--- config.mk ---
export PLATFORM = sky130hd
export DESIGN_NAME = rdx_walker
export DESIGN_NICKNAME = d
export VERILOG_FILES = /design/src/rtl/rdx_pkg.sv /design/src/rtl/rdx_entry_dec.sv /design/src/rtl/rdx_addr_gen.sv /design/src/rtl/rdx_leaf_chk.sv /design/src/rtl/rdx_walker.sv
export SDC_FILE = /design/constraint.sdc
export NUM_CORES = 1
export LEC_CHECK = 0
export BUFFER_PORTS_ARGS = -buffer_cell sky130_fd_sc_hd__clkbuf_2
export CAP_MARGIN = 20
export CORE_MARGIN = 1.5
export CORE_UTILIZATION = 54
export CTS_BUF_LIST = sky130_fd_sc_hd__clkbuf_16
export DETAILED_ROUTE_END_ITERATION = 6
export MAX_ROUTING_LAYER = met4
export PLACE_DENSITY = 0.81
export SETUP_SLACK_MARGIN = 0.05
export SLEW_MARGIN = 20
export SYNTH_ARGS = -nofsm -noshare
export SYNTH_HDL_FRONTEND = slang
export SYNTH_SLANG_ARGS = --single-unit
--- constraint.sdc ---
create_clock -name clk -period 4.3 [get_ports clk]
set_input_delay 0.86 -clock clk [delete_from_list [all_inputs] [get_ports clk]]
set_output_delay 0.86 -clock clk [all_outputs]
set_load 0.02 [all_outputs]
--- src/rtl/rdx_pkg.sv ---
package rdx_pkg;
  localparam int WORD_W = 64;
  localparam int NXT_LSB = 8;
  localparam int NXT_MSB = 55;

  typedef enum logic [2:0] {
    FLT_NONE    = 3'd0,
    FLT_NOROOT  = 3'd1,
    FLT_BADTREE = 3'd2,
    FLT_INVALID = 3'd3,
    FLT_PERM    = 3'd4
  } flt_e;

  typedef enum logic [0:0] {
    ST_IDLE = 1'b0,
    ST_WAIT = 1'b1
  } st_e;

  typedef struct packed {
    logic              valid;
    logic              leaf;
    logic              wr_ok;
    logic              usr_ok;
    logic [4:0]        sz;
    logic [WORD_W-1:0] nxt_base;
    logic [WORD_W-1:0] word;
  } ent_t;
endpackage

--- src/rtl/rdx_entry_dec.sv ---
module rdx_entry_dec
  import rdx_pkg::*;
(
  input  logic [WORD_W-1:0] raw,
  output ent_t              ent
);
  localparam int NBYTES = WORD_W / 8;

  logic [WORD_W-1:0] le;

  // byte reversal: big-endian memory word to little-endian bit numbering
  genvar b;
  generate
    for (b = 0; b < NBYTES; b++) begin : g_swap
      assign le[8*b +: 8] = raw[8*(NBYTES-1-b) +: 8];
    end
  endgenerate

  always_comb begin
    ent.word     = le;
    ent.valid    = le[63];
    ent.leaf     = le[62];
    ent.wr_ok    = le[1];
    ent.usr_ok   = le[3];
    ent.sz       = le[4:0];
    ent.nxt_base = '0;
    ent.nxt_base[NXT_MSB:NXT_LSB] = le[NXT_MSB:NXT_LSB];
  end
endmodule

--- src/rtl/rdx_addr_gen.sv ---
module rdx_addr_gen
  import rdx_pkg::*;
#(
  parameter int PAGE_SH = 12,
  parameter int ENT_SH  = 3
) (
  input  logic [WORD_W-1:0] base,
  input  logic [WORD_W-1:0] ea,
  input  logic [5:0]        shift,
  input  logic [3:0]        msz,
  output logic [WORD_W-1:0] addr
);
  logic [6:0]        sh_tot;
  logic [4:0]        width;
  logic [WORD_W-1:0] idx_mask;
  logic [WORD_W-1:0] idx;

  always_comb begin
    sh_tot   = 7'(PAGE_SH) + {1'b0, shift};
    width    = (msz == 4'd0) ? 5'd16 : {1'b0, msz};
    idx_mask = (64'd1 << width) - 64'd1;
    idx      = (ea >> sh_tot) & idx_mask;
    addr     = base | (idx << ENT_SH);
  end
endmodule

--- src/rtl/rdx_leaf_chk.sv ---
module rdx_leaf_chk
  import rdx_pkg::*;
#(
  parameter int PAGE_SH = 12
) (
  input  ent_t              ent,
  input  logic [WORD_W-1:0] ea,
  input  logic [5:0]        shift,
  input  logic              is_store,
  input  logic              is_priv,
  output logic [WORD_W-1:0] pa,
  output logic              perm_bad
);
  logic [6:0]        off_bits;
  logic [WORD_W-1:0] off_mask;
  logic [WORD_W-1:0] frame;

  always_comb begin
    off_bits = 7'(PAGE_SH) + {1'b0, shift};
    off_mask = (64'd1 << off_bits) - 64'd1;
    frame    = {8'h00, ent.word[NXT_MSB:0]};
    pa       = (frame & ~off_mask) | (ea & off_mask);
    perm_bad = (is_store && !ent.wr_ok) || (!is_priv && !ent.usr_ok);
  end
endmodule

--- src/rtl/rdx_walker.sv ---
module rdx_walker
  import rdx_pkg::*;
#(
  parameter int PID_W   = 16,
  parameter int PAGE_SH = 12,
  parameter int MIN_SZ  = 5,
  parameter int MAX_SZ  = 16
) (
  input  logic              clk,
  input  logic              rst,
  input  logic              req_valid,
  output logic              req_ready,
  input  logic [63:0]       req_ea,
  input  logic [PID_W-1:0]  req_pid,
  input  logic              req_store,
  input  logic              req_priv,
  input  logic [63:0]       ptab_base,
  output logic              mem_req_valid,
  output logic [63:0]       mem_req_addr,
  input  logic              mem_rsp_valid,
  input  logic [63:0]       mem_rsp_data,
  output logic              done,
  output logic              fault,
  output logic [2:0]        fault_code,
  output logic [63:0]       res_pa
);
  localparam int PT_ALIGN = 12;
  localparam int PAD_W    = WORD_W - PID_W - 4;

  st_e              st;
  logic             at_root;
  logic [5:0]       shift_q;
  logic [63:0]      ea_q;
  logic             store_q;
  logic             priv_q;

  ent_t             ent;
  logic [5:0]       sz6;
  logic [5:0]       nshift;
  logic             sz_bad;
  logic [63:0]      nxt_addr;
  logic [63:0]      leaf_pa;
  logic             perm_bad;
  logic [63:0]      prte_addr;
  logic             accept;

  rdx_entry_dec u_dec (
    .raw (mem_rsp_data),
    .ent (ent)
  );

  always_comb begin
    sz6    = {1'b0, ent.sz};
    nshift = shift_q - sz6;
    sz_bad = (sz6 < 6'(MIN_SZ)) || (sz6 > 6'(MAX_SZ)) || (sz6 > shift_q);
    accept = req_valid && req_ready;
    prte_addr = {ptab_base[63:PT_ALIGN], {PT_ALIGN{1'b0}}}
              | {{PAD_W{1'b0}}, req_pid, req_ea[63], 3'b000};
  end

  rdx_addr_gen #(.PAGE_SH(PAGE_SH), .ENT_SH(3)) u_agen (
    .base  (ent.nxt_base),
    .ea    (ea_q),
    .shift (nshift),
    .msz   (sz6[3:0]),
    .addr  (nxt_addr)
  );

  rdx_leaf_chk #(.PAGE_SH(PAGE_SH)) u_leaf (
    .ent      (ent),
    .ea       (ea_q),
    .shift    (shift_q),
    .is_store (store_q),
    .is_priv  (priv_q),
    .pa       (leaf_pa),
    .perm_bad (perm_bad)
  );

  always_ff @(posedge clk) begin
    if (rst) begin
      st            <= ST_IDLE;
      at_root       <= 1'b0;
      shift_q       <= '0;
      ea_q          <= '0;
      store_q       <= 1'b0;
      priv_q        <= 1'b0;
      req_ready     <= 1'b1;
      mem_req_valid <= 1'b0;
      mem_req_addr  <= '0;
      done          <= 1'b0;
      fault         <= 1'b0;
      fault_code    <= FLT_NONE;
      res_pa        <= '0;
    end else begin
      done          <= 1'b0;
      fault         <= 1'b0;
      mem_req_valid <= 1'b0;
      case (st)
        ST_IDLE: begin
          if (accept) begin
            st            <= ST_WAIT;
            at_root       <= 1'b1;
            shift_q       <= {1'b0, ptab_base[4:0]};
            ea_q          <= req_ea;
            store_q       <= req_store;
            priv_q        <= req_priv;
            req_ready     <= 1'b0;
            mem_req_valid <= 1'b1;
            mem_req_addr  <= prte_addr;
          end
        end
        ST_WAIT: begin
          if (mem_rsp_valid) begin
            if (at_root && ent.sz == 5'd0) begin
              fault <= 1'b1; fault_code <= FLT_NOROOT;
              st <= ST_IDLE; req_ready <= 1'b1;
            end else if (!at_root && !ent.valid) begin
              fault <= 1'b1; fault_code <= FLT_INVALID;
              st <= ST_IDLE; req_ready <= 1'b1;
            end else if (!at_root && ent.leaf) begin
              st <= ST_IDLE; req_ready <= 1'b1;
              if (perm_bad) begin
                fault <= 1'b1; fault_code <= FLT_PERM;
              end else begin
                done <= 1'b1; fault_code <= FLT_NONE; res_pa <= leaf_pa;
              end
            end else if (sz_bad) begin
              fault <= 1'b1; fault_code <= FLT_BADTREE;
              st <= ST_IDLE; req_ready <= 1'b1;
            end else begin
              shift_q       <= nshift;
              at_root       <= 1'b0;
              mem_req_valid <= 1'b1;
              mem_req_addr  <= nxt_addr;
            end
          end
        end
        default: st <= ST_IDLE;
      endcase
    end
  end


  busy_rd_chk: assert property (@(posedge clk) disable iff (rst)
    mem_req_valid |-> !req_ready);

  accept_chk: assert property (@(posedge clk) disable iff (rst)
    (req_valid && req_ready) |=> (!req_ready && mem_req_valid));

  pulse_chk: assert property (@(posedge clk) disable iff (rst)
    (done || fault) |=> !(done || fault));

  excl_chk: assert property (@(posedge clk) disable iff (rst)
    !(done && fault));

  rd_pulse_chk: assert property (@(posedge clk) disable iff (rst)
    mem_req_valid |=> !mem_req_valid);

  page_off_chk: assert property (@(posedge clk) disable iff (rst)
    done |-> (res_pa[PAGE_SH-1:0] == ea_q[PAGE_SH-1:0]));
endmodule

==> summary.md <==
| Metric | Value |
|---|---|
| Status | finished, final reports clean |
| Core Area | around 0.024 sq mm |
| Global-route wire length before repair | between 80000 and 90000 um |
| CTS H-tree depth | 1 |
| Mean number of vias per cell | 6.49 |
| Data required, critical path | between 4000 and 5000 ps |
| CP endpoint kind | flop |
| Yosys reg bits | approximately 210 |
| Static Leak | around 7 nW |
| Hold_sp | ea_q[1]$_SDFFE_PP0P_ |
| RSZ-0062 raised after global routing | false |
| Num rows | 57 |
| Post-Syn Area | 0.0133 sq mm |
| # hold bufs at CTS | 0 |
| P per Cell Area | roughly 420 mW/mm^2 |
| Peak supply drop | about 0.00038 V |
| WHS Path Cells | 2 |
| Final min period | between 3000 and 4000 ps |
| Reg-to-Reg End | res_pa[32]$_SDFFE_PP0P_ |
| Syn Inst Count | ~1600 |
| Vias in the first global route | roughly 14000 |
| CP max FO | 9 |
| Area contributors post-synth | dfxtp_1 31%, mux4_2 10%, mux2i_1 9.6% |
| CP Cell Sequence | inv_1 -> ha_1 -> or4b_4 -> a21oi_1 -> buf_4 -> nand4_1 -> ha_1 -> inv_1 -> or3_1 -> buf_4 -> nor2_1 -> xor2_1 -> mux2i_1 -> a211oi_1 |
| Sequential cell area fraction in the yosys report | a little over 30% |
| Nets@finish | approximately 2200 |
| Main flop type after synthesis | dfxtp_1 |
| Clock slew at reported path FFs | approximately 60 ps |
| Initial DRC count | 2085 |
| Final hold vios | 0 |
| Most frequent cells in the layout | 331 x clkbuf_2, 259 x nand2_1, 205 x dfxtp_1 |
| P&R area growth vs syn | 23.3% |
| Worst Hold Endpoint | ea_q[1]$_SDFFE_PP0P_ |
| Share of flip-flops with an asynchronous set or reset | 0% |
| Startpoint class of the critical path | flop |
| Worst reg-to-reg setup slack | a little over 500 ps |
| CTS resizes | 0 |
| Largest area contributor in the netlist | dfxtp_1 |
| Longest Clk Path Bufs | 3 |
| Drt drc | 0 |
| Crit path buffers/inverters | 4 |
| Die Wd | 160 um |
| Final setup vio count | 0 |
| CTS tree | yes |
| Starting density of the core | 54.9% |
| Max Cap Viol | 0 |
| Num CTS Buffers | 23 |
| Syn avg cell area | 8.23 sq um |
| Post-CTS setup buffers | 0 |
| Worst r2r src | shift_q[2]$_SDFFE_PP0P_ |
| GRT met2 Usage | 64.6% |
| Data arrival, critical path | 4160 ps |
| Slowest CP cell | or4b_4 |
| GR peak layer | met2 |
| Fmax | 264 MHz |
| Hold Worst Slack | approximately 450 ps |
| Pin count of the biggest net entering global routing | 110 |
| Setup TNS | 0 ps |
| TritonCTS Sinks | 206 |
| Detailed Route WL | about 55000 um |
| Die Area | 0.0256 sq mm |
| Most common cell after layout, fill and taps aside | clkbuf_2 |
| Yosys cell types | between 80 and 90 |
| Total GRT Usage | 43.1% |
| R2R depth | 14 |
| Ports | 349 |
| Clk_skew | approximately 19 ps |
| Layout cells sized above 1 | between 20% and 30% |
| DR vias | ~15000 |
| Final Slew Violations | 0 |
| Hold Crit Class | reg -> reg |
| Synth top area share | just over 30% |
| Die Y-Extent | about 160 um |
| DP HPWL | approximately 42000 um |
| Final ANT Viol Nets | 0 |
| Clock latency on the worst-skew pair | around 540 ps |
| Avg WL per Cell | about 24 um |
| Worst slew margin | approximately a third |
| Root Buffer | clkbuf_16 |
| Final period util | approximately nine tenths |
| Met3 GRT Util | between 7 and 8% |
| Buffers on Ports | ~330 |
| Total gr overflow | 0 |
| First-pass detailed-route iteration total | 5 |
| Synth Warn # | 0 |
| GR Layer Usage met1 | around 57% |
| Routability-driven placement congestion ratio | 1.02 |
| Max incr delay on CP | 530 ps |
| Initial antenna violation count | 2 |
| Crit Path Category | reg -> reg |
| Worst-Margin Slew | ~980 ps |
| Post-synth EDFFs | 0 |
| Cell family contributing the most delay on the critical path | simple AND/OR/NAND/NOR gates |
routing by layer:
layer / vias up / wire, um
met4: 0 / 2810
met2: 1004 / 24600
met3: 162 / 5990
li1: 6625 / -
met1: 6951 / 21700
met5: - / 0
worst reg2reg max path: cells and delay by family (launching register included):
family,cells,cell delay (ps)
simple gates,4,990
buf+inv,4,690
xor+xnor,1,330
flops,1,330
mux,1,310
fa+ha+maj,2,600
compound gates,2,370
cells in the mapped netlist (all sizes together), types with 5 or more instances:
cell,n
nor3,36
xor2,6
a311oi,11
a21o,5
or3,9
nor4,10
o21a,5
mux4,59
o32ai,14
a211oi,76
o211ai,18
nor2b,6
nand4,8
nand2,260
a31oi,9
o31a,5
dfxtp,206
inv,20
nand2b,11
ha,10
o21ai,71
mux2,10
a211o,6
o22ai,12
buf,39
nand3,38
mux2i,127
and4,5
and3,13
or2,6
a2111oi,6
xnor2,7
o311a,5
nor2,159
o311ai,7
a21oi,149
clkbuf,105
cells by family after synthesis:
kind of cell | share of synthesized area [%]
XOR/XNOR | 0.856
other | 0.0282
AND/OR/NAND/NOR | 19.1
multiplexers | 20.4
buffers and inverters | 5.14
adder cells (fa/ha/maj) | 1.09
AO/OA/AOI/OAI | 22.4
flip-flops | 31.0
registers in the layout (all words and copies together), names as in the netlist, 3 cells and up:
name	count
mem_req_addr	61
fault_code	3
res_pa	64
shift_q	6
ea_q	64
stage by stage:
stage / setup slack [ps] / cell area (sq um) / utilization [%] / power [W] / std cells
2_1_floorplan: 333 / 13300 / - / 0.00387 / 1619
3_5_place_dp: 471 / 15600 / 64.5 / 0.00481 / 2228
3_3_place_gp: 454 / 15600 / 64.5 / 0.00478 / 2228
4_1_cts: 639 / 16400 / 67.7 / 0.00683 / 2269
5_1_grt: 334 / 16400 / 67.7 / 0.00713 / 2271
6_report: 512 / 16400 / 67.7 / 0.00689 / 2271
layout make-up:
cell class	instances	area [sq um]
inverters	20	75.1
clock inverters	18	191
flip-flops and latches	206	4130
fillers	2061	7840
diodes	2	5.00
repair buffers	429	2460
multi-input cells	1249	8580
well taps	324	405
clock buffers	23	576
report_power, final:
part / internal, W / switching [W]
Combinational: 0.00107 / 0.00161
Clock: 0.00121 / 0.000831
Sequential: 0.00203 / 0.000144
Total: 0.00431 / 0.00258
how the worst max path moves through the flow:
stage                             from  slack (ps)                             to  cells past startpoint
3_5_place_dp          mem_rsp_data[58]         470  mem_req_addr[13]$_SDFFE_PP0P_                     10
4_1_cts        shift_q[2]$_SDFFE_PP0P_         640        res_pa[32]$_SDFFE_PP0P_                     14
2_1_floorplan  shift_q[2]$_SDFFE_PP0P_         330        res_pa[26]$_SDFFE_PP0P_                     16
6_report       shift_q[2]$_SDFFE_PP0P_         510        res_pa[32]$_SDFFE_PP0P_                     14
3_3_place_gp          mem_rsp_data[58]         450   mem_req_addr[6]$_SDFFE_PP0P_                     11
5_1_grt        shift_q[2]$_SDFFE_PP0P_         330        res_pa[60]$_SDFFE_PP0P_                     13
No activity file was read; power rests on OpenSTA's default activity.
